===== src/rtl/nib_rx_pkg.sv =====
package nib_rx_pkg;

  typedef enum logic [1:0] {
    RX_OK      = 2'd0,
    RX_TIMEOUT = 2'd1,
    RX_IOERR   = 2'd2
  } rx_status_e;

  typedef enum logic [1:0] {
    S_IDLE = 2'd0,
    S_REQ  = 2'd1,
    S_ACK  = 2'd2,
    S_HOLD = 2'd3
  } rx_state_e;

  // Status lines to half-byte: fault_n -> b0, select -> b1, perror -> b2, busy -> b3
  function automatic logic [3:0] lines_to_nibble(input logic fault_n, input logic select,
                                                 input logic perror, input logic busy);
    return {busy, perror, select, fault_n};
  endfunction

  function automatic logic [7:0] join_nibbles(input logic [3:0] hi, input logic [3:0] lo);
    return {hi, lo};
  endfunction

  function automatic int unsigned window_cycles(input int unsigned ticks, input int unsigned per_tick);
    return ticks * per_tick;
  endfunction

endpackage


===== src/rtl/nib_rx_timer.sv =====
module nib_rx_timer #(
  parameter int unsigned LONG_CYC  = 8000,
  parameter int unsigned SHORT_CYC = 24
) (
  input  logic clk,
  input  logic rst_n,
  input  logic clear,
  input  logic run,
  input  logic long_sel,
  output logic expired
);
  localparam int unsigned MAXC = (LONG_CYC > SHORT_CYC) ? LONG_CYC : SHORT_CYC;
  localparam int unsigned W    = $clog2(MAXC + 1);
  localparam logic [W-1:0] LIM_L = W'(LONG_CYC - 1);
  localparam logic [W-1:0] LIM_S = W'(SHORT_CYC - 1);

  logic [W-1:0] cnt;
  logic [W-1:0] limit;

  assign limit   = long_sel ? LIM_L : LIM_S;
  assign expired = run && (cnt == limit);

  always_ff @(posedge clk or negedge rst_n) begin
    if (!rst_n)                cnt <= '0;
    else if (clear)            cnt <= '0;
    else if (run && !expired)  cnt <= cnt + 1'b1;
  end
endmodule


===== src/rtl/nib_rx_assemble.sv =====
module nib_rx_assemble
  import nib_rx_pkg::*;
(
  input  logic       clk,
  input  logic       rst_n,
  input  logic       cap_lo,
  input  logic       cap_hi,
  input  logic       fault_n,
  input  logic       select,
  input  logic       perror,
  input  logic       busy,
  output logic [7:0] byte_o
);
  logic [3:0] lo_q, hi_q, nib;

  assign nib    = lines_to_nibble(fault_n, select, perror, busy);
  assign byte_o = join_nibbles(hi_q, lo_q);

  always_ff @(posedge clk or negedge rst_n) begin
    if (!rst_n) begin
      lo_q <= '0;
      hi_q <= '0;
    end else begin
      if (cap_lo) lo_q <= nib;
      if (cap_hi) hi_q <= nib;
    end
  end
endmodule


===== src/rtl/nib_rx_ctrl.sv =====
module nib_rx_ctrl
  import nib_rx_pkg::*;
#(
  parameter int unsigned CNT_W = 8
) (
  input  logic             clk,
  input  logic             rst_n,
  input  logic             start,
  input  logic [CNT_W-1:0] req_count,
  input  logic             ack_n,
  input  logic             expired,
  input  logic             ready,
  output logic             timer_clear,
  output logic             timer_run,
  output logic             long_sel,
  output logic             cap_lo,
  output logic             cap_hi,
  output logic             autofd_n,
  output logic             valid,
  output logic             busy,
  output logic             done,
  output logic [1:0]       status,
  output logic [CNT_W-1:0] delivered
);
  rx_state_e        state, state_n;
  logic             half;
  logic [CNT_W-1:0] remain;
  logic             fin;
  rx_status_e       fin_st;
  logic             take;

  always_comb begin
    state_n = state;
    fin     = 1'b0;
    fin_st  = RX_OK;
    case (state)
      S_IDLE: if (start) begin
        if (req_count == '0) fin = 1'b1;
        else                 state_n = S_REQ;
      end
      S_REQ: begin
        if (!ack_n) state_n = S_ACK;
        else if (expired) begin
          fin = 1'b1; fin_st = RX_TIMEOUT; state_n = S_IDLE;
        end
      end
      S_ACK: begin
        if (ack_n) state_n = half ? S_HOLD : S_REQ;
        else if (expired) begin
          fin = 1'b1; fin_st = half ? RX_IOERR : RX_TIMEOUT; state_n = S_IDLE;
        end
      end
      S_HOLD: if (ready) begin
        if (remain == CNT_W'(1)) begin
          fin = 1'b1; state_n = S_IDLE;
        end else state_n = S_REQ;
      end
      default: state_n = S_IDLE;
    endcase
  end

  assign take        = (state == S_HOLD) && ready;
  assign timer_run   = (state == S_REQ) || (state == S_ACK);
  assign timer_clear = (state_n != state);
  assign long_sel    = (state == S_REQ) && !half;
  assign cap_lo      = (state == S_REQ) && !ack_n && !half;
  assign cap_hi      = (state == S_REQ) && !ack_n && half;
  assign valid       = (state == S_HOLD);
  assign busy        = (state != S_IDLE);

  always_ff @(posedge clk or negedge rst_n) begin
    if (!rst_n) begin
      state     <= S_IDLE;
      half      <= 1'b0;
      remain    <= '0;
      delivered <= '0;
      autofd_n  <= 1'b1;
      done      <= 1'b0;
      status    <= RX_OK;
    end else begin
      state    <= state_n;
      autofd_n <= (state_n != S_REQ);
      done     <= fin;
      if (fin) status <= fin_st;
      if (state == S_IDLE) begin
        half <= 1'b0;
        if (start) begin
          remain    <= req_count;
          delivered <= '0;
        end
      end else if (state == S_ACK && ack_n && !half) begin
        half <= 1'b1;
      end else if (take) begin
        half      <= 1'b0;
        remain    <= remain - 1'b1;
        delivered <= delivered + 1'b1;
      end
    end
  end
endmodule


===== src/rtl/nib_rev_rx.sv =====
module nib_rev_rx
  import nib_rx_pkg::*;
#(
  parameter int unsigned CNT_W       = 8,
  parameter int unsigned TICK_CYCLES = 4,
  parameter int unsigned LONG_TICKS  = 2000,
  parameter int unsigned SHORT_TICKS = 6
) (
  input  logic             clk,
  input  logic             rst_n,
  input  logic             start_i,
  input  logic [CNT_W-1:0] req_count_i,
  input  logic             ack_n_i,
  input  logic             busy_i,
  input  logic             perror_i,
  input  logic             select_i,
  input  logic             fault_n_i,
  output logic             autofd_n_o,
  output logic             byte_valid_o,
  output logic [7:0]       byte_data_o,
  input  logic             byte_ready_i,
  output logic             busy_o,
  output logic             done_o,
  output logic [1:0]       status_o,
  output logic [CNT_W-1:0] delivered_o
);
  localparam int unsigned LONG_CYC  = window_cycles(LONG_TICKS, TICK_CYCLES);
  localparam int unsigned SHORT_CYC = window_cycles(SHORT_TICKS, TICK_CYCLES);

  // Named internal events, observed by the bound checker
  logic cap_lo_w, cap_hi_w, expired_w;
  logic tmr_clear_w, tmr_run_w, long_sel_w;

  nib_rx_timer #(.LONG_CYC(LONG_CYC), .SHORT_CYC(SHORT_CYC)) u_timer (
    .clk(clk), .rst_n(rst_n), .clear(tmr_clear_w), .run(tmr_run_w),
    .long_sel(long_sel_w), .expired(expired_w)
  );

  nib_rx_assemble u_asm (
    .clk(clk), .rst_n(rst_n), .cap_lo(cap_lo_w), .cap_hi(cap_hi_w),
    .fault_n(fault_n_i), .select(select_i), .perror(perror_i), .busy(busy_i),
    .byte_o(byte_data_o)
  );

  nib_rx_ctrl #(.CNT_W(CNT_W)) u_ctrl (
    .clk(clk), .rst_n(rst_n), .start(start_i), .req_count(req_count_i),
    .ack_n(ack_n_i), .expired(expired_w), .ready(byte_ready_i),
    .timer_clear(tmr_clear_w), .timer_run(tmr_run_w), .long_sel(long_sel_w),
    .cap_lo(cap_lo_w), .cap_hi(cap_hi_w), .autofd_n(autofd_n_o),
    .valid(byte_valid_o), .busy(busy_o), .done(done_o), .status(status_o),
    .delivered(delivered_o)
  );
endmodule


===== config.mk =====
export PLATFORM = sky130hd
export DESIGN_NAME = nib_rev_rx
export DESIGN_NICKNAME = d
export VERILOG_FILES = /design/src/rtl/nib_rx_pkg.sv /design/src/rtl/nib_rx_timer.sv /design/src/rtl/nib_rx_assemble.sv /design/src/rtl/nib_rx_ctrl.sv /design/src/rtl/nib_rev_rx.sv
export SDC_FILE = /design/constraint.sdc
export NUM_CORES = 1
export LEC_CHECK = 0
export BUFFER_PORTS_ARGS = -buffer_cell sky130_fd_sc_hd__buf_4
export CAP_MARGIN = 10
export CORE_AREA = 4 4 51 99
export CTS_BUF_LIST = sky130_fd_sc_hd__clkbuf_4 sky130_fd_sc_hd__clkbuf_8
export DETAILED_ROUTE_END_ITERATION = 10
export DIE_AREA = 0 0 55 103
export MAX_ROUTING_LAYER = met4
export PLACE_DENSITY = 0.82
export SYNTH_ARGS = -nofsm -noshare
export SYNTH_HDL_FRONTEND = slang
export SYNTH_SLANG_ARGS = --single-unit

===== constraint.sdc =====
create_clock -name clk -period 3.4 [get_ports clk]
set_input_delay 0.17 -clock clk [delete_from_list [all_inputs] [get_ports clk]]
set_output_delay 0.17 -clock clk [all_outputs]
set_load 0.01 [all_outputs]

==> results.cfg <==
[setup_path]
crit_required_ps = 3540
path_buf_inv = 2
crit_fanout = 17
path_cells = inv_1 > ha_1 > buf_4 > and2_1 > a222oi_1 > o21ai_4 > xnor2_2 > nor3_1
critPathTopFamily = XOR/XNOR gates
cp_slowest_cell = xnor2_2
cp_data_arrival_time_ps = 3040
cp_slowest_stage_delay_ps = 760
criticalPathCategory = flip-flop to flip-flop
cp-start-kind = flip-flop
crit_path_end_kind = flip-flop

[detailed_routing]
wire_per_inst_um = 17.2
initialDrtViolationCount = 62
drc_errors = 0
dr_total_vias = 2125
routed_via_density = 6.05
ant_nets = 0
wl_mm = 6.02
dr.pass1.iters = 5

[sta]
tightest_slew_ps = 962
rsz0062_at_grt = false
finalCriticalPeriod_ps = 2900
setup_viol = 0
hold_viol_final = 0
slew_headroom_pct = 35.5
fin_ws_ps = 503
fin_tns_setup_ps = 0
slew_viol_final = 0
whs_ps = 102
fmax_mhz = 345
fin_skew_ps = 5.64
timing.final.crit_share_pct = 85.2

[clock_network]
cts_buffer_depth = 2
cts_tree = done
cts_resized = 0
cts_sinks = 44
clk_pin_slew_ps = 90
worstSkewPairLatency_ps = 300
post_cts_buffers = 0
cts_hold_buffers = 1
cts_root_buf = clkbuf_8
cts-htree-levels = 2
numCtsBuffers = 5

[die]
die_y_um = 103
rows = 34
design.portCount = 39
die_area_um2 = 5670
start_util_pct = 59.0
die_x_um = 55
core_area_um2 = 4300

[logic_synthesis]
ys_types = 53
syn_nets = 280
synth_seq_area_share_pct = 43.5
synth_area_um2 = 2540
async_flop_share_pct = 100
synth-edff-count = 0
yosys_warnings = 0
synth_cells = 255
syn_area_per_cell_um2 = 9.95
ys.flop_type = dfrtp_1
ys_ff_latch = 44

[finish]
diodes = 0
fill_cells = 340
design_area_um2 = 2980
fin_util_pct = 69.5
nets = 321
drive_above_1_share_pct = 26.6
area_growth_pct = 17.7

[status]
status = complete, no violations

[grt]
antenna_found_initial = 0
grt_max_degree = 45
grt_overflow = 0
grt_pass1_wl_mm = 9.74
grt_use_total_pct = 24.3
grt_pass1_vias = 2142

[place]
dp_slack_ps = 531
portBuffers = 38
gp_congestion = 0.891
hpwl_mm = 4.58
place_area_um2 = 2860

[job]
cap_viol_max_count = 0

[power]
p_leak_uw = 0.00136
peakVddDrop_mv = 0.752
power_density_nw_per_um2 = 777

[worst_hold_path]
hold_class = primary input to flip-flop
[metrics by stage]
step / total power [uW] / instances
after floorplan: 1600 / 255
after global placement: 1860 / 342
after detailed placement: 1890 / 342
after CTS: 2310 / 351
after global routing: 2460 / 351
final: 2320 / 351
[metal layers]
metal	share of wire [%]	track usage, %	vias to the layer above
met2	57	42.5	79
met5	0	-	-
met3	3.9	3.62	25
li1	-	-	999
met4	4.4	13.1	0
met1	35	24.5	1022
[final timing paths]
path	from	endpoint	slack, ps	cells after the start
worst max-delay path	u_ctrl.state[0]	u_timer.cnt[0]	500	8
worst min-delay path	perror_i	u_asm.hi_q[2]	100	2
worst max register to register	u_ctrl.state[0]	u_timer.cnt[0]	500	8
worst min register to register	u_asm.lo_q[0]	u_asm.lo_q[0]	510	1
max in group asynchronous	rst_n	u_ctrl.delivered[1]	2630	2
min in group asynchronous	rst_n	u_timer.cnt[4]	390	2
[power breakdown]
part           switching [uW]  internal (uW)
Sequential                138            663
Combinational             687            417
Clock                     192            221
Total                    1020           1300
[flip-flops by register name, indices dropped and copies added, names as in the netlist]
signal / flops
u_ctrl.state: 2
u_ctrl.half: 1
u_asm.hi_q: 4
u_ctrl.delivered: 8
u_ctrl.remain: 8
u_ctrl.autofd_n: 1
u_asm.lo_q: 4
u_timer.cnt: 13
u_ctrl.done: 1
u_ctrl.status: 2
[layout by cell type (no fill, tap or decap), types with 2 or more instances in the layout]
cell type	netlist	routed
dfrtp_1	43	43
buf_4	2	41
nor2_1	23	23
nand2_1	20	20
nand3_1	14	14
inv_1	12	12
a21oi_1	12	12
mux2_2	10	10
xor2_1	10	10
nor3_2	10	10
o21ai_0	8	8
ha_1	8	8
nand4_1	7	7
nor3_1	7	7
xnor2_1	7	7
nand2b_1	6	6
and3_1	6	6
clkbuf_8	0	5
nor4_1	4	4
and4_1	3	3
a211oi_1	3	3
mux2i_1	3	3
o211ai_1	2	2
o22ai_1	2	2
clkinv_4	0	2
[logic make-up after synthesis]
logic type | count (synthesis) | share of synthesized area [%]
compound gates | 43 | 12.8
fa+ha+maj | 8 | 3.95
simple gates | 108 | 23.6
flops | 44 | 43.5
mux | 13 | 5.62
xor+xnor | 18 | 6.51
buf+inv | 21 | 4.04
[Yosys cell counts, types with 2 or more instances]
master | number | area share [%]
a211oi_1 | 3 | 0.89
a21oi_1 | 12 | 2.4
and3_1 | 6 | 1.5
and4_1 | 3 | 1.0
buf_4 | 2 | 0.59
buf_6 | 2 | 0.89
clkbuf_1 | 3 | 0.44
dfrtp_1 | 43 | 42
ha_1 | 8 | 3.9
inv_1 | 12 | 1.8
mux2_2 | 10 | 4.4
mux2i_1 | 3 | 1.2
nand2_1 | 20 | 3.0
nand2b_1 | 6 | 1.5
nand3_1 | 14 | 2.8
nand4_1 | 7 | 1.7
nor2_1 | 23 | 3.4
nor3_1 | 7 | 1.4
nor3_2 | 10 | 3.9
nor4_1 | 4 | 0.99
o211ai_1 | 2 | 0.59
o21ai_0 | 8 | 1.6
o22ai_1 | 2 | 0.49
xnor2_1 | 7 | 2.4
xor2_1 | 10 | 3.5
[area by class of cell]
type | instances | area, um2 | area share (%)
multi-input cells | 190 | 1330 | 44.6
flip-flops and latches | 44 | 1100 | 36.9
repair buffers | 42 | 318 | 10.6
clock buffers | 5 | 68.8 | 2.31
well taps | 54 | 67.6 | 2.26
inverters | 13 | 48.8 | 1.64
clock inverters | 3 | 47.5 | 1.59
No activity file was read; power rests on OpenSTA's default activity.
